--- src/rtl/evt_mon_pkg.sv ---
package evt_mon_pkg;
  typedef enum logic [1:0] {
    TRIG_LEVEL = 2'd0,
    TRIG_RISE  = 2'd1,
    TRIG_FALL  = 2'd2
  } trig_e;
endpackage

--- src/rtl/evt_edge_detect.sv ---
module evt_edge_detect #(
  parameter int                  N_EVT = 8,
  parameter evt_mon_pkg::trig_e  TRIG  = evt_mon_pkg::TRIG_LEVEL
) (
  input  logic             clk,
  input  logic             rst_n,
  input  logic [N_EVT-1:0] evt_i,
  output logic [N_EVT-1:0] hit_o
);
  logic [N_EVT-1:0] prev_q;

  always_ff @(posedge clk or negedge rst_n) begin
    if (!rst_n) prev_q <= '0;
    else        prev_q <= evt_i;
  end

  generate
    if (TRIG == evt_mon_pkg::TRIG_RISE) begin : g_rise
      assign hit_o = evt_i & ~prev_q;
      AST_RISE_NEEDS_HIGH: assert property (@(posedge clk) disable iff (!rst_n)
        |hit_o |-> ((hit_o & ~evt_i) == '0));
    end else if (TRIG == evt_mon_pkg::TRIG_FALL) begin : g_fall
      assign hit_o = ~evt_i & prev_q;
      AST_FALL_NEEDS_LOW: assert property (@(posedge clk) disable iff (!rst_n)
        |hit_o |-> ((hit_o & evt_i) == '0));
    end else begin : g_level
      assign hit_o = evt_i;
      AST_PREV_TRACKS: assert property (@(posedge clk) disable iff (!rst_n)
        1'b1 |=> (prev_q == $past(evt_i)));
    end
  endgenerate
endmodule

--- src/rtl/evt_pend_reg.sv ---
module evt_pend_reg #(
  parameter int N_EVT = 8,
  parameter bit LEVEL = 1'b0
) (
  input  logic             clk,
  input  logic             rst_n,
  input  logic [N_EVT-1:0] set_i,
  input  logic             clr_stb,
  input  logic [N_EVT-1:0] clr_data,
  output logic [N_EVT-1:0] pend_o
);
  logic [N_EVT-1:0] pend_q;
  logic [N_EVT-1:0] pend_d;

  generate
    if (LEVEL) begin : g_level
      assign pend_d = set_i;
      AST_LVL_CLR_IGNORED: assert property (@(posedge clk) disable iff (!rst_n)
        clr_stb |=> (pend_q == $past(set_i)));
    end else begin : g_edge
      logic [N_EVT-1:0] clr_mask;
      assign clr_mask = clr_stb ? clr_data : '0;
      // set has priority over a simultaneous clear
      assign pend_d = (pend_q & ~clr_mask) | set_i;
      AST_SET_WINS: assert property (@(posedge clk) disable iff (!rst_n)
        |set_i |=> ((pend_q & $past(set_i)) == $past(set_i)));
      AST_CLR_DROPS: assert property (@(posedge clk) disable iff (!rst_n)
        clr_stb |=> ((pend_q & $past(clr_data & ~set_i)) == '0));
      AST_NO_SW_SET: assert property (@(posedge clk) disable iff (!rst_n)
        |(pend_q & ~$past(pend_q)) |-> ((pend_q & ~$past(pend_q) & ~$past(set_i)) == '0));
    end
  endgenerate

  always_ff @(posedge clk or negedge rst_n) begin
    if (!rst_n) pend_q <= '0;
    else        pend_q <= pend_d;
  end

  assign pend_o = pend_q;
endmodule

--- src/rtl/evt_en_reg.sv ---
module evt_en_reg #(
  parameter int N_EVT = 8
) (
  input  logic             clk,
  input  logic             rst_n,
  input  logic             wr_stb,
  input  logic [N_EVT-1:0] wr_data,
  output logic [N_EVT-1:0] en_o
);
  logic [N_EVT-1:0] en_q;

  always_ff @(posedge clk or negedge rst_n) begin
    if (!rst_n)      en_q <= '0;
    else if (wr_stb) en_q <= wr_data;
  end

  assign en_o = en_q;

  AST_EN_HOLD: assert property (@(posedge clk) disable iff (!rst_n)
    !wr_stb |=> $stable(en_q));
  AST_EN_LOAD: assert property (@(posedge clk) disable iff (!rst_n)
    wr_stb |=> (en_q == $past(wr_data)));
endmodule

--- src/rtl/evt_monitor.sv ---
module evt_monitor #(
  parameter int                 N_EVT = 8,
  parameter evt_mon_pkg::trig_e TRIG  = evt_mon_pkg::TRIG_LEVEL
) (
  input  logic             clk,
  input  logic             rst_n,
  input  logic [N_EVT-1:0] evt_i,
  input  logic             en_wr_stb,
  input  logic [N_EVT-1:0] en_wr_data,
  output logic [N_EVT-1:0] en_rd_data,
  input  logic             pnd_wr_stb,
  input  logic [N_EVT-1:0] pnd_wr_data,
  output logic [N_EVT-1:0] pnd_rd_data,
  output logic             irq_o
);
  localparam bit IS_LEVEL = (TRIG == evt_mon_pkg::TRIG_LEVEL);

  logic [N_EVT-1:0] hit;
  logic [N_EVT-1:0] pend;
  logic [N_EVT-1:0] en;

  evt_edge_detect #(.N_EVT(N_EVT), .TRIG(TRIG)) u_det (
    .clk   (clk),
    .rst_n (rst_n),
    .evt_i (evt_i),
    .hit_o (hit)
  );

  evt_pend_reg #(.N_EVT(N_EVT), .LEVEL(IS_LEVEL)) u_pend (
    .clk      (clk),
    .rst_n    (rst_n),
    .set_i    (hit),
    .clr_stb  (pnd_wr_stb),
    .clr_data (pnd_wr_data),
    .pend_o   (pend)
  );

  evt_en_reg #(.N_EVT(N_EVT)) u_en (
    .clk     (clk),
    .rst_n   (rst_n),
    .wr_stb  (en_wr_stb),
    .wr_data (en_wr_data),
    .en_o    (en)
  );

  assign irq_o       = |(en & pend);
  assign en_rd_data  = en;
  assign pnd_rd_data = pend;

  AST_IRQ_MASKED: assert property (@(posedge clk) disable iff (!rst_n)
    (en_rd_data == '0) |-> !irq_o);
  AST_IRQ_NEEDS_PEND: assert property (@(posedge clk) disable iff (!rst_n)
    (pnd_rd_data == '0) |-> !irq_o);
endmodule

--- config.mk ---
export PLATFORM = sky130hd
export DESIGN_NAME = evt_monitor
export DESIGN_NICKNAME = d
export VERILOG_FILES = /design/src/rtl/evt_mon_pkg.sv /design/src/rtl/evt_edge_detect.sv /design/src/rtl/evt_pend_reg.sv /design/src/rtl/evt_en_reg.sv /design/src/rtl/evt_monitor.sv
export SDC_FILE = /design/constraint.sdc
export NUM_CORES = 1
export LEC_CHECK = 0
export ABC_AREA = 0
export ABC_CLOCK_PERIOD_IN_PS = 1000
export BUFFER_PORTS_ARGS = -buffer_cell sky130_fd_sc_hd__buf_4
export CAP_MARGIN = 20
export CELL_PAD_IN_SITES_DETAIL_PLACEMENT = 2
export CELL_PAD_IN_SITES_GLOBAL_PLACEMENT = 2
export CORE_MARGIN = 1.5
export CORE_UTILIZATION = 23
export CTS_CLUSTER_SIZE = 24
export DETAILED_ROUTE_END_ITERATION = 12
export PLACE_DENSITY_LB_ADDON = 0.1
export SYNTH_ARGS = -nofsm -noshare
export SYNTH_HDL_FRONTEND = slang
export SYNTH_HIERARCHICAL = 1
export SYNTH_SLANG_ARGS = --single-unit
export TNS_END_PERCENT = 10
--- constraint.sdc ---
create_clock -name clk -period 1 [get_ports clk]
set_input_delay 0.1 -clock clk [delete_from_list [all_inputs] [get_ports clk]]
set_output_delay 0.1 -clock clk [all_outputs]
set_load 0.02 [all_outputs]
==> results by group, run 1 <==
Outcome
  • Status: complete, but fails checks
  • Violated checks: setup timing

Critical path
  • Setup crit start kind: register
  • Req. time, crit path: roughly 0.9 ns
  • CP arrival: 1.17 ns
  • Setup CP Type: register to primary output
  • Cell depth of the worst flop-to-flop path: 2
  • R2R Setup Slk: 0.09 ns
  • Reg-to-reg startpoint: u_en/en_o[3]$_DFFE_PN0P_
  • Worst r2r dst: u_en/en_o[3]$_DFFE_PN0P_
  • Crit. End Element: primary output
  • CP Max Fanout: 2

Timing
  • Fmax achieved: slightly below 800 MHz
  • Slew Limit Headroom: 86.0%
  • Fin crit share: 127%
  • Final min period: approximately 1.3 ns
  • RSZ-0062 raised after global routing: true
  • Final Max Tran Viols: 0
  • Worst-margin pin slew: roughly 0.21 ns
  • Final Skew: 0 ns
  • Worst setup margin: -0.270 ns
  • Final Setup Violations: 10
  • Final hold violations: 0

Pwr
  • Pwr Density: roughly 1300 nW/um^2
  • Power Internal: 0.00111 W
  • Sw Share: about a quarter
  • Sequential share of power: 49.2%
  • Logic pwr share: approximately 29%
  • Power, Total: about 0.0015 W
  • Clk pwr share: approximately 22%
  • Leak: 0.550 nW
  • Worst VDD drop: between 0.0006 and 0.0007 V
  • NetSw: approximately 0.00039 W

Placed design
  • Post-DP Area: roughly 920 sq um
  • Port Buffers: 35
  • Routability cong.: between 0.6 and 0.7
  • Detailed Place HPWL: 1170 microns

Synth
  • Commonest cells in the synthesized netlist: 16 x dfrtp_1, 8 x buf_4, 8 x mux2_4
  • Post-Syn Instances: 38
  • Yosys Warn Count: 6
  • Cell taking the most area after synthesis: dfrtp_1
  • Top FF cell, synth: dfrtp_1
  • Top-count cell post-synth: dfrtp_1
  • Synth area leaders: dfrtp_1 64%, mux2_4 19%, buf_4 9.6%
  • Cell variety after synth: 6
  • Synth async-reset ratio: between 90% and 100%
  • Post-synth EDFFs: 0
  • Syn Std Cell Area: ~630 sq um
  • Synthesis-stage register bit count: 16
  • Seq/Total Area, Yosys: approximately 64%
  • Synth top area share: a little under two thirds
  • Avg Inst Size Synth: 16.5 sq um
  • Post-Syn Nets: 66

Routing
  • Post-route DRC: 0
  • Via count: 489
  • Via/cell ratio: roughly 4.2
  • Avg WL per Cell: approximately 13 microns
  • Total Routed Length: 1560 microns
  • Initial DRT Pass Iterations: 1
  • Antenna-violating nets left: 0
  • Initial DRC count: 0

Finish
  • Final instance area: about 1100 sq um
  • Filler cell count: around 250
  • Antenna Cells: 0
  • Layout Nets: about 120
  • Final Core Density: ~44%
  • Fraction of layout cells with a size suffix above 1: approximately 70%
  • Area grow syn2layout: 78.5%

Floorplanning
  • Initial core utilization: between 20% and 30%
  • Die width: 55.3 microns
  • Core Region: roughly 2500 sq um
  • Die H: 55.3 microns
  • Rows: 18
  • DIE AREA: 3050 sq um
  • I/O Pins: 45

Global routing
  • First-pass GRT wire length: about 2500 microns
  • GRT overflow: 0
  • Vias in the first global route: 528
  • Largest net degree at the start of global routing: 17
  • Antenna violations before repair: 0
  • GRT Util Overall: 10.8%

Clock network
  • Clock root buffer: clkbuf_4
  • H-tree Lvls: 1
  • Worst skew pair latency: about 0.27 ns
  • Clock sink total: 16
  • Clock tree from TritonCTS: done
  • Longest Clk Path Bufs: 2
  • Total CTS buffers: 3
  • Clock-pin slew on the worst setup and hold paths: about 0.090 ns

Run
  • MaxCap Viol Count: 0

Worst hold path
  • Min-delay src: en_wr_data[1]
  • Hold Crit Class: input port to register
  • Hold Path Depth: 2
  • Hold endpoint: u_en/en_o[1]$_DFFE_PN0P_
==> final cells by class <==
cell class	instances	area (sq um)	share of cell area [%]
repair buffers	54	484	43.2
flip-flops and latches	16	400	35.7
multi-input cells	13	176	15.7
well taps	30	37.5	3.35
clock buffers	3	22.5	2.01
==> metal layers <==
metal	GRT usage, %	wire, microns	vias to the layer above
met5	0	0	-
met4	4.18	16	0
met3	2.11	82	2
met2	19.2	836	24
met1	12.7	619	241
li1	-	-	222
==> flip-flops by register name (all words and copies together), names as in the netlist <==
register and flops:
u_en/en_o 8, u_pend/pend_o 8
==> kinds of logic after synthesis <==
group	count (synthesis)	synth area share, %
compound gates	4	4.78
buf+inv	9	11.4
flops	16	63.7
mux	8	19.1
simple gates	1	0.997
==> how the worst max path moves through the flow <==
| stage | startpoint | endpoint | depth (start not counted) | slack, ns |
|---|---|---|---|---|
| 3_5_place_dp | u_en/en_o[0]$_DFFE_PN0P_ | irq_o | 3 | -0.02 |
| 6_report | u_pend/pend_o[3]$_DFF_PN0_ | irq_o | 3 | -0.27 |
| 2_1_floorplan | u_en/en_o[5]$_DFFE_PN0P_ | irq_o | 2 | 0.007 |
| 5_1_grt | u_en/en_o[5]$_DFFE_PN0P_ | irq_o | 3 | -0.35 |
| 3_3_place_gp | u_en/en_o[3]$_DFFE_PN0P_ | irq_o | 3 | -0.008 |
| 4_1_cts | u_en/en_o[5]$_DFFE_PN0P_ | irq_o | 3 | -0.30 |
==> repair_timing <==
| action | CTS | global route |
|---|---|---|
| buffers inserted | 0 | 2 |
| endpoints found under the hold margin | 24 | 0 |
| setup endpoints to repair | 9 | 9 |
| resized for setup | 16 | 3 |
| pin swaps | 1 | 2 |
| gates cloned | 0 | 0 |
| hold buffers | 9 | 0 |
==> worst max-delay path, cell delays in order (launching register included) <==
cell	delay [ns]
dfrtp_1	0.40
a22oi_2	0.21
nand4_1	0.11
buf_4	0.17
==> metrics by stage <==
stage	worst slack [ns]	instances	hold WS [ns]	TNS (ns)
after detailed placement	-0.0206	102	-0.0292	-0.0206
after global placement	-0.00810	102	-0.0283	-0.00810
after global routing	-0.351	116	0.0282	-1.14
after CTS	-0.299	114	0.0323	-0.709
final	-0.270	116	0.0462	-0.672
after floorplan	0.00718	38	-0.196	0
==> power by group through the flow <==
| stage | Sequential [W] | Combinational, W | Clock [W] |
|---|---|---|---|
| after floorplan | 0.000801 | 0.000104 | 0 |
| after global placement | 0.000735 | 0.000354 | 0 |
| after detailed placement | 0.000738 | 0.000360 | 0 |
| after CTS | 0.000735 | 0.000430 | 0.000349 |
| after global routing | 0.000743 | 0.000462 | 0.000378 |
| final | 0.000736 | 0.000435 | 0.000324 |
==> layout by cell type (no fill, tap or decap) <==
master,instances
clkbuf_4,3
buf_6,15
mux2_4,8
dlygate4sd3_1,9
dfrtp_1,16
a22oi_2,4
nand4_1,1
buf_4,30
Power figures use the tool's default switching activity.
==> inputs of run 2 (changes only) <==
SETUP_SLACK_MARGIN = 0.2   (was not set)
==> run 2 against run 1 <==
Against the previous run:
- the flow still finishes with violations (setup timing)
- routed wire length decreased by 1.1%
- cell count increased by 0.86%
- clock-buffer cell count unchanged
- flip-flop and latch count unchanged
- final area increased by 4.8%
- combinational power increased by 6.4%
- maximum frequency increased by 0.95%
- sequential share of layout area decreased by 0.78 points
- critical path type unchanged
==> results by group, run 2 (same netlist as run 1, synthesis figures left out) <==
Critical path
  • Setup crit start kind: register
  • Crit-path slowest cell: dfrtp_2
  • Reg-to-reg startpoint: u_en/en_o[3]$_DFFE_PN0P_
  • CP max stage delay: 0.42 ns (+0.02 ns)
  • Req. time, crit path: 0.90 ns (about the same)
  • Crit. End Element: primary output
  • Worst r2r dst: u_en/en_o[3]$_DFFE_PN0P_
  • Cell Chain, Critical Path: a22oi_2 -> nand4_1 -> buf_4
  • CP arrival: 1.16 ns (about the same)
  • Cell depth of the worst flop-to-flop path: 3 (+1)
  • CP Max Fanout: 2 (unchanged)
  • Setup CP Type: register to primary output
  • R2R Setup Slk: -0.01 ns (-0.10 ns)

Timing
  • Hold_ws: 0.0461 ns (-0.000134 ns)
  • Final hold violations: 0 (unchanged)
  • Final Setup Violations: 11 (+1)
  • Total negative setup slack: -0.739 ns (-0.0665 ns)
  • Final min period: 1.26 ns (-0.0120 ns)
  • Worst setup margin: -0.258 ns (+0.0120 ns)
  • Final Max Tran Viols: 0 (unchanged)
  • RSZ-0062 raised after global routing: true
  • Fin crit share: 126% (-1.2 points)
  • Final Skew: 0 ns (unchanged)
  • Worst-margin pin slew: 0.204 ns (-0.00576 ns)
  • Slew Limit Headroom: 86.4% (+0.38 points)
  • Fmax achieved: 795 MHz (+0.95%)

Clock network
  • Clock tree from TritonCTS: done
  • Clock root buffer: clkbuf_4
  • Worst skew pair latency: 0.27 ns (about the same)
  • H-tree Lvls: 1 (unchanged)
  • Clock sink total: 16 (unchanged)
  • Total CTS buffers: 3 (unchanged)
  • Longest Clk Path Bufs: 2 (unchanged)
  • Clock-pin slew on the worst setup and hold paths: 0.09 ns (about the same)

Routing
  • Initial DRT Pass Iterations: 3 (+2)
  • Via count: 479 (-2.0%)
  • Initial DRC count: 5 (+5)
  • Total Routed Length: 1540 microns (-1.1%)
  • Post-route DRC: 0 (unchanged)
  • Via/cell ratio: 4.09 (-2.9%)
  • Antenna-violating nets left: 0 (unchanged)
  • Avg WL per Cell: 13.1 microns (-1.9%)

Global routing
  • GRT Util Overall: 11.2% (+0.38 points)
  • Vias in the first global route: 557 (+5.5%)
  • First-pass GRT wire length: 2640 microns (+4.9%)
  • Largest net degree at the start of global routing: 17 (unchanged)
  • Antenna violations before repair: 0 (unchanged)
  • GRT overflow: 0 (unchanged)

Worst hold path
  • Min-delay src: en_wr_data[6]
  • Hold endpoint: u_en/en_o[6]$_DFFE_PN0P_
  • Hold Path Depth: 2 (unchanged)
  • Hold Crit Class: input port to register

Placed design
  • Port Buffers: 35 (unchanged)
  • Routability cong.: 0.707 (+6.1%)
  • Post-DP Area: 935 sq um (+1.9%)
  • Post-place setup slack: -0.0217 ns (-0.00112 ns)

Finish
  • Area grow syn2layout: 87.1%
  • Final instance area: 1170 sq um (+4.8%)
  • Commonest non-fill, non-tap cell in the layout: buf_6
  • Register Area: 410 sq um (+2.5%)
  • Multi-input gate area: 171 sq um (-2.8%)
  • Final Core Density: 46.6% (+2.1 points)
  • Filler cell count: 255 (+0.39%)
  • Fraction of layout cells with a size suffix above 1: 78.2% (+8.4 points)
  • Antenna Cells: 0 (unchanged)
  • Layout Nets: 117 (+0.86%)
  • Most frequent cells in the layout: 26 x buf_6, 20 x buf_4, 9 x dlygate4sd3_1

Pwr
  • Power Internal: 0.00114 W (+2.8%)
  • Sequential share of power: 48.6% (-0.6 points)
  • Pwr Density: 1300 nW/um^2 (-2.5%)
  • NetSw: 0.000391 W (+0.36%)
  • Clk pwr share: 21.1% (-0.6 points)
  • Worst VDD drop: 0.000596 V (-10%)
  • Leak: 0.561 nW (+1.9%)
  • Logic pwr share: 30.3% (+1.2 points)
  • Sw Share: 25.6% (-0.45 points)

Floorplanning
  • Die width: 55.3 microns (unchanged)
  • I/O Pins: 45 (unchanged)
  • Initial core utilization: 24.9% (unchanged)
  • Die H: 55.3 microns (unchanged)
  • Rows: 18 (unchanged)
  • Core Region: 2520 sq um (unchanged)
  • DIE AREA: 3050 sq um (unchanged)

Outcome
  • Violated checks: setup timing
  • Status: complete, but fails checks

Run
  • MaxCap Viol Count: 0 (unchanged)
[run 2: changes by cell type in the layout (fill, tap and decap cells not counted), sizes merged]
cell / change
buf: +1
[run 2: critical path, delay by kind of cell, from the launching register on]
family          cells  cell delay, ns
buf+inv             1            0.17
flops               1            0.42
simple gates        1            0.11
compound gates      1            0.18
[run 2: how the worst max path moves through the flow]
stage / from / to / slack, ns / cells after the start
final: u_en/en_o[2]$_DFFE_PN0P_ / irq_o / -0.26 / 3
after global routing: u_pend/pend_o[3]$_DFF_PN0_ / irq_o / -0.36 / 3
after CTS: u_en/en_o[3]$_DFFE_PN0P_ / irq_o / -0.28 / 3
after detailed placement: u_pend/pend_o[2]$_DFF_PN0_ / irq_o / -0.02 / 3
after global placement: u_pend/pend_o[2]$_DFF_PN0_ / irq_o / -0.02 / 3
after floorplan: u_pend/pend_o[2]$_DFF_PN0_ / irq_o / 0.03 / 2
[run 2: power by group through the flow]
stage	logic [W]	registers (W)	clock network (W)
finish	0.000463	0.000742	0.000322
CTS	0.000461	0.000743	0.000348
floorplan	0.000104	0.000807	0
global placement	0.000362	0.000739	0
detailed placement	0.000366	0.000741	0
global route	0.000495	0.000750	0.000380
[run 2: through the flow]
stage          total power [W]  cells
3_3_place_gp           0.00110    103
2_1_floorplan         0.000911     38
6_report               0.00153    117
3_5_place_dp           0.00111    103
4_1_cts                0.00155    116
5_1_grt                0.00163    117
[run 2: cell type report]
type / instances / share of cell area, %
clock buffer: 3 / 1.92
multi-input combinational: 13 / 14.6
sequential: 16 / 34.9
tap: 30 / 3.19
timing repair buffer: 55 / 45.4
[run 2: metal layers]
metal	vias up	GRT usage, %	share of wire [%]
met2	22	18.7	54
met3	0	2.58	5.5
met4	0	4.18	0
met5	-	0	0
met1	234	14.0	40
li1	223	-	-
[run 2: repair_timing]
item | 4_1_cts | 5_1_grt
setup buffers | 1 | 1
setup endpoints to repair | 25 | 25
endpoints found under the hold margin | 24 | 0
hold buffers | 9 | 0
pin swaps | 3 | 1
resized for setup | 27 | 2
==> inputs of run 3 (changes only) <==
RECOVER_POWER = 50   (was not set)
==> run 3 against run 2 <==
Against the previous run:
- the flow still finishes with violations (setup timing)
- flip-flop and latch count is the same
- register-to-register slack is essentially flat
- hold slack is essentially flat
- first-iteration DRC count grew 40%
- via count is the same
- clock power is essentially flat
- setup slack is essentially flat
- routed wire length shrank 0.39%
- sequential power is essentially flat
- die area is the same
- power shrank 0.14%
- final area shrank 0.21%
==> results by group, run 3 (same netlist as run 1, synthesis figures left out) <==
Outcome
  • Status: complete, but fails checks
  • Violated checks: setup timing

Critical path
  • Setup CP Type: register to primary output
  • Req. time, crit path: 0.90 ns (about the same)
  • R2R Setup Slk: -0.01 ns (about the same)
  • Crit. End Element: primary output
  • Worst r2r dst: u_en/en_o[3]$_DFFE_PN0P_
  • Cell depth of the worst flop-to-flop path: 3 (unchanged)
  • Reg-to-reg startpoint: u_en/en_o[3]$_DFFE_PN0P_
  • CP Max Fanout: 2 (unchanged)
  • Setup crit start kind: register
  • CP arrival: 1.16 ns (about the same)

Run
  • MaxCap Viol Count: 0 (unchanged)

Global routing
  • Vias in the first global route: 557 (unchanged)
  • First-pass GRT wire length: 2640 microns (unchanged)
  • GRT overflow: 0 (unchanged)
  • GR Layer Usage met3: 2.58% (unchanged)
  • M1 GR Usage: 14.0% (unchanged)
  • Antenna violations before repair: 0 (unchanged)
  • GR peak layer: met2
  • Routing usage on met2: 18.7% (unchanged)
  • GRT Util Overall: 11.2% (unchanged)
  • Largest net degree at the start of global routing: 17 (unchanged)

Routing
  • Antenna-violating nets left: 0 (unchanged)
  • Total Routed Length: 1530 microns (-0.39%)
  • Post-route DRC: 0 (unchanged)
  • Avg WL per Cell: 13.1 microns (-0.39%)
  • Via/cell ratio: 4.09 (unchanged)
  • Initial DRT Pass Iterations: 3 (unchanged)
  • Via count: 479 (unchanged)
  • Initial DRC count: 7 (+2)

Floorplanning
  • Core Region: 2520 sq um (unchanged)
  • DIE AREA: 3050 sq um (unchanged)
  • I/O Pins: 45 (unchanged)
  • Rows: 18 (unchanged)
  • Die H: 55.3 microns (unchanged)
  • Initial core utilization: 24.9% (unchanged)
  • Die width: 55.3 microns (unchanged)

Timing
  • Final Skew: 0 ns (unchanged)
  • Slew Limit Headroom: 74.0% (-12 points)
  • Worst setup margin: -0.258 ns (+0.000159 ns)
  • Hold_ws: 0.0462 ns (+0.000127 ns)
  • Final Setup Violations: 11 (unchanged)
  • Worst-margin pin slew: 0.391 ns (+0.187 ns)
  • Final Max Tran Viols: 0 (unchanged)
  • Fin crit share: 126% (about the same)
  • Final min period: 1.26 ns (-0.000159 ns)
  • Fmax achieved: 795 MHz (about the same)
  • Final hold violations: 0 (unchanged)
  • RSZ-0062 raised after global routing: true

Finish
  • Area grow syn2layout: 86.7%
  • Antenna Cells: 0 (unchanged)
  • Final instance area: 1170 sq um (-0.21%)
  • Multi-input gate area: 171 sq um (unchanged)
  • Filler cell count: 256 (+0.39%)
  • Layout Nets: 117 (unchanged)
  • Final non-filler cell total: 117 (unchanged)
  • Register Area: 410 sq um (unchanged)
  • Most frequent cells in the layout: 26 x buf_6, 16 x buf_4, 9 x dlygate4sd3_1
  • Fraction of layout cells with a size suffix above 1: 78.2% (unchanged)
  • Commonest non-fill, non-tap cell in the layout: buf_6

Clock network
  • Longest Clk Path Bufs: 2 (unchanged)
  • Clock root buffer: clkbuf_4
  • H-tree Lvls: 1 (unchanged)
  • Worst skew pair latency: 0.27 ns (about the same)
  • Clock-pin slew on the worst setup and hold paths: 0.09 ns (about the same)
  • Clock tree from TritonCTS: done
  • Clock sink total: 16 (unchanged)
  • Total CTS buffers: 3 (unchanged)

Placed design
  • Routability cong.: 0.707 (unchanged)
  • Port Buffers: 35 (unchanged)
  • Placed cell count: 103 (unchanged)
  • Post-DP Area: 935 sq um (unchanged)

Worst hold path
  • Min-delay src: en_wr_data[6]
  • Hold Crit Class: input port to register
  • Hold Path Depth: 2 (unchanged)
  • Hold endpoint: u_en/en_o[6]$_DFFE_PN0P_

Pwr
  • Pwr Density: 1300 nW/um^2 (about the same)
  • Worst VDD drop: 0.000595 V (about the same)
  • Leak: 0.559 nW (-0.23%)
run 3: worst max-delay path, stage by stage, from the launching register on:
cell,delay [ns]
dfrtp_2,0.42
a22oi_2,0.18
nand4_1,0.11
buf_4,0.17
run 3: worst max path at each step:
| stage | startpoint | slack (ns) | endpoint | cells after the start |
|---|---|---|---|---|
| detailed placement | u_pend/pend_o[2]$_DFF_PN0_ | -0.02 | irq_o | 3 |
| global placement | u_pend/pend_o[2]$_DFF_PN0_ | -0.02 | irq_o | 3 |
| finish | u_en/en_o[2]$_DFFE_PN0P_ | -0.26 | irq_o | 3 |
| CTS | u_en/en_o[3]$_DFFE_PN0P_ | -0.28 | irq_o | 3 |
| floorplan | u_pend/pend_o[2]$_DFF_PN0_ | 0.03 | irq_o | 2 |
| global route | u_pend/pend_o[3]$_DFF_PN0_ | -0.36 | irq_o | 3 |
run 3: power breakdown:
| part | leakage, nW | switching (W) | internal (W) |
|---|---|---|---|
| clock | 0.0138 | 0.000183 | 0.000140 |
| sequential | 0.179 | 0.0000414 | 0.000700 |
| combinational | 0.367 | 0.000166 | 0.000294 |
run 3: stage by stage:
stage / utilization (%) / setup TNS (ns) / power (W) / setup WS (ns)
finish: 46.5 / -0.739 / 0.00152 / -0.258
floorplan: - / 0 / 0.000911 / 0.0337
global route: 46.5 / -1.34 / 0.00162 / -0.365
detailed placement: 37.1 / -0.0217 / 0.00111 / -0.0217
CTS: 46.0 / -0.861 / 0.00155 / -0.279
global placement: 37.1 / -0.0239 / 0.00110 / -0.0239
run 3: cell type report:
cell class,count,share of cell area (%)
timing repair buffer,55,45.3
sequential,16,35.0
multi-input combinational,13,14.6
tap,30,3.20
clock buffer,3,1.92
run 3: what timing repair did:
action,in CTS,in global routing
cloned,0,0
setup endpoints to repair,25,25
pin swaps,3,1
hold buffers,9,0
endpoints found under the hold margin,24,0
setup buffers,1,1
resized for setup,27,2
run 3: metal layers:
layer  vias to the layer above  wire, microns
met3                         0             85
li1                        223              -
met2                        22            830
met4                         0              0
met5                         -              0
met1                       234            617
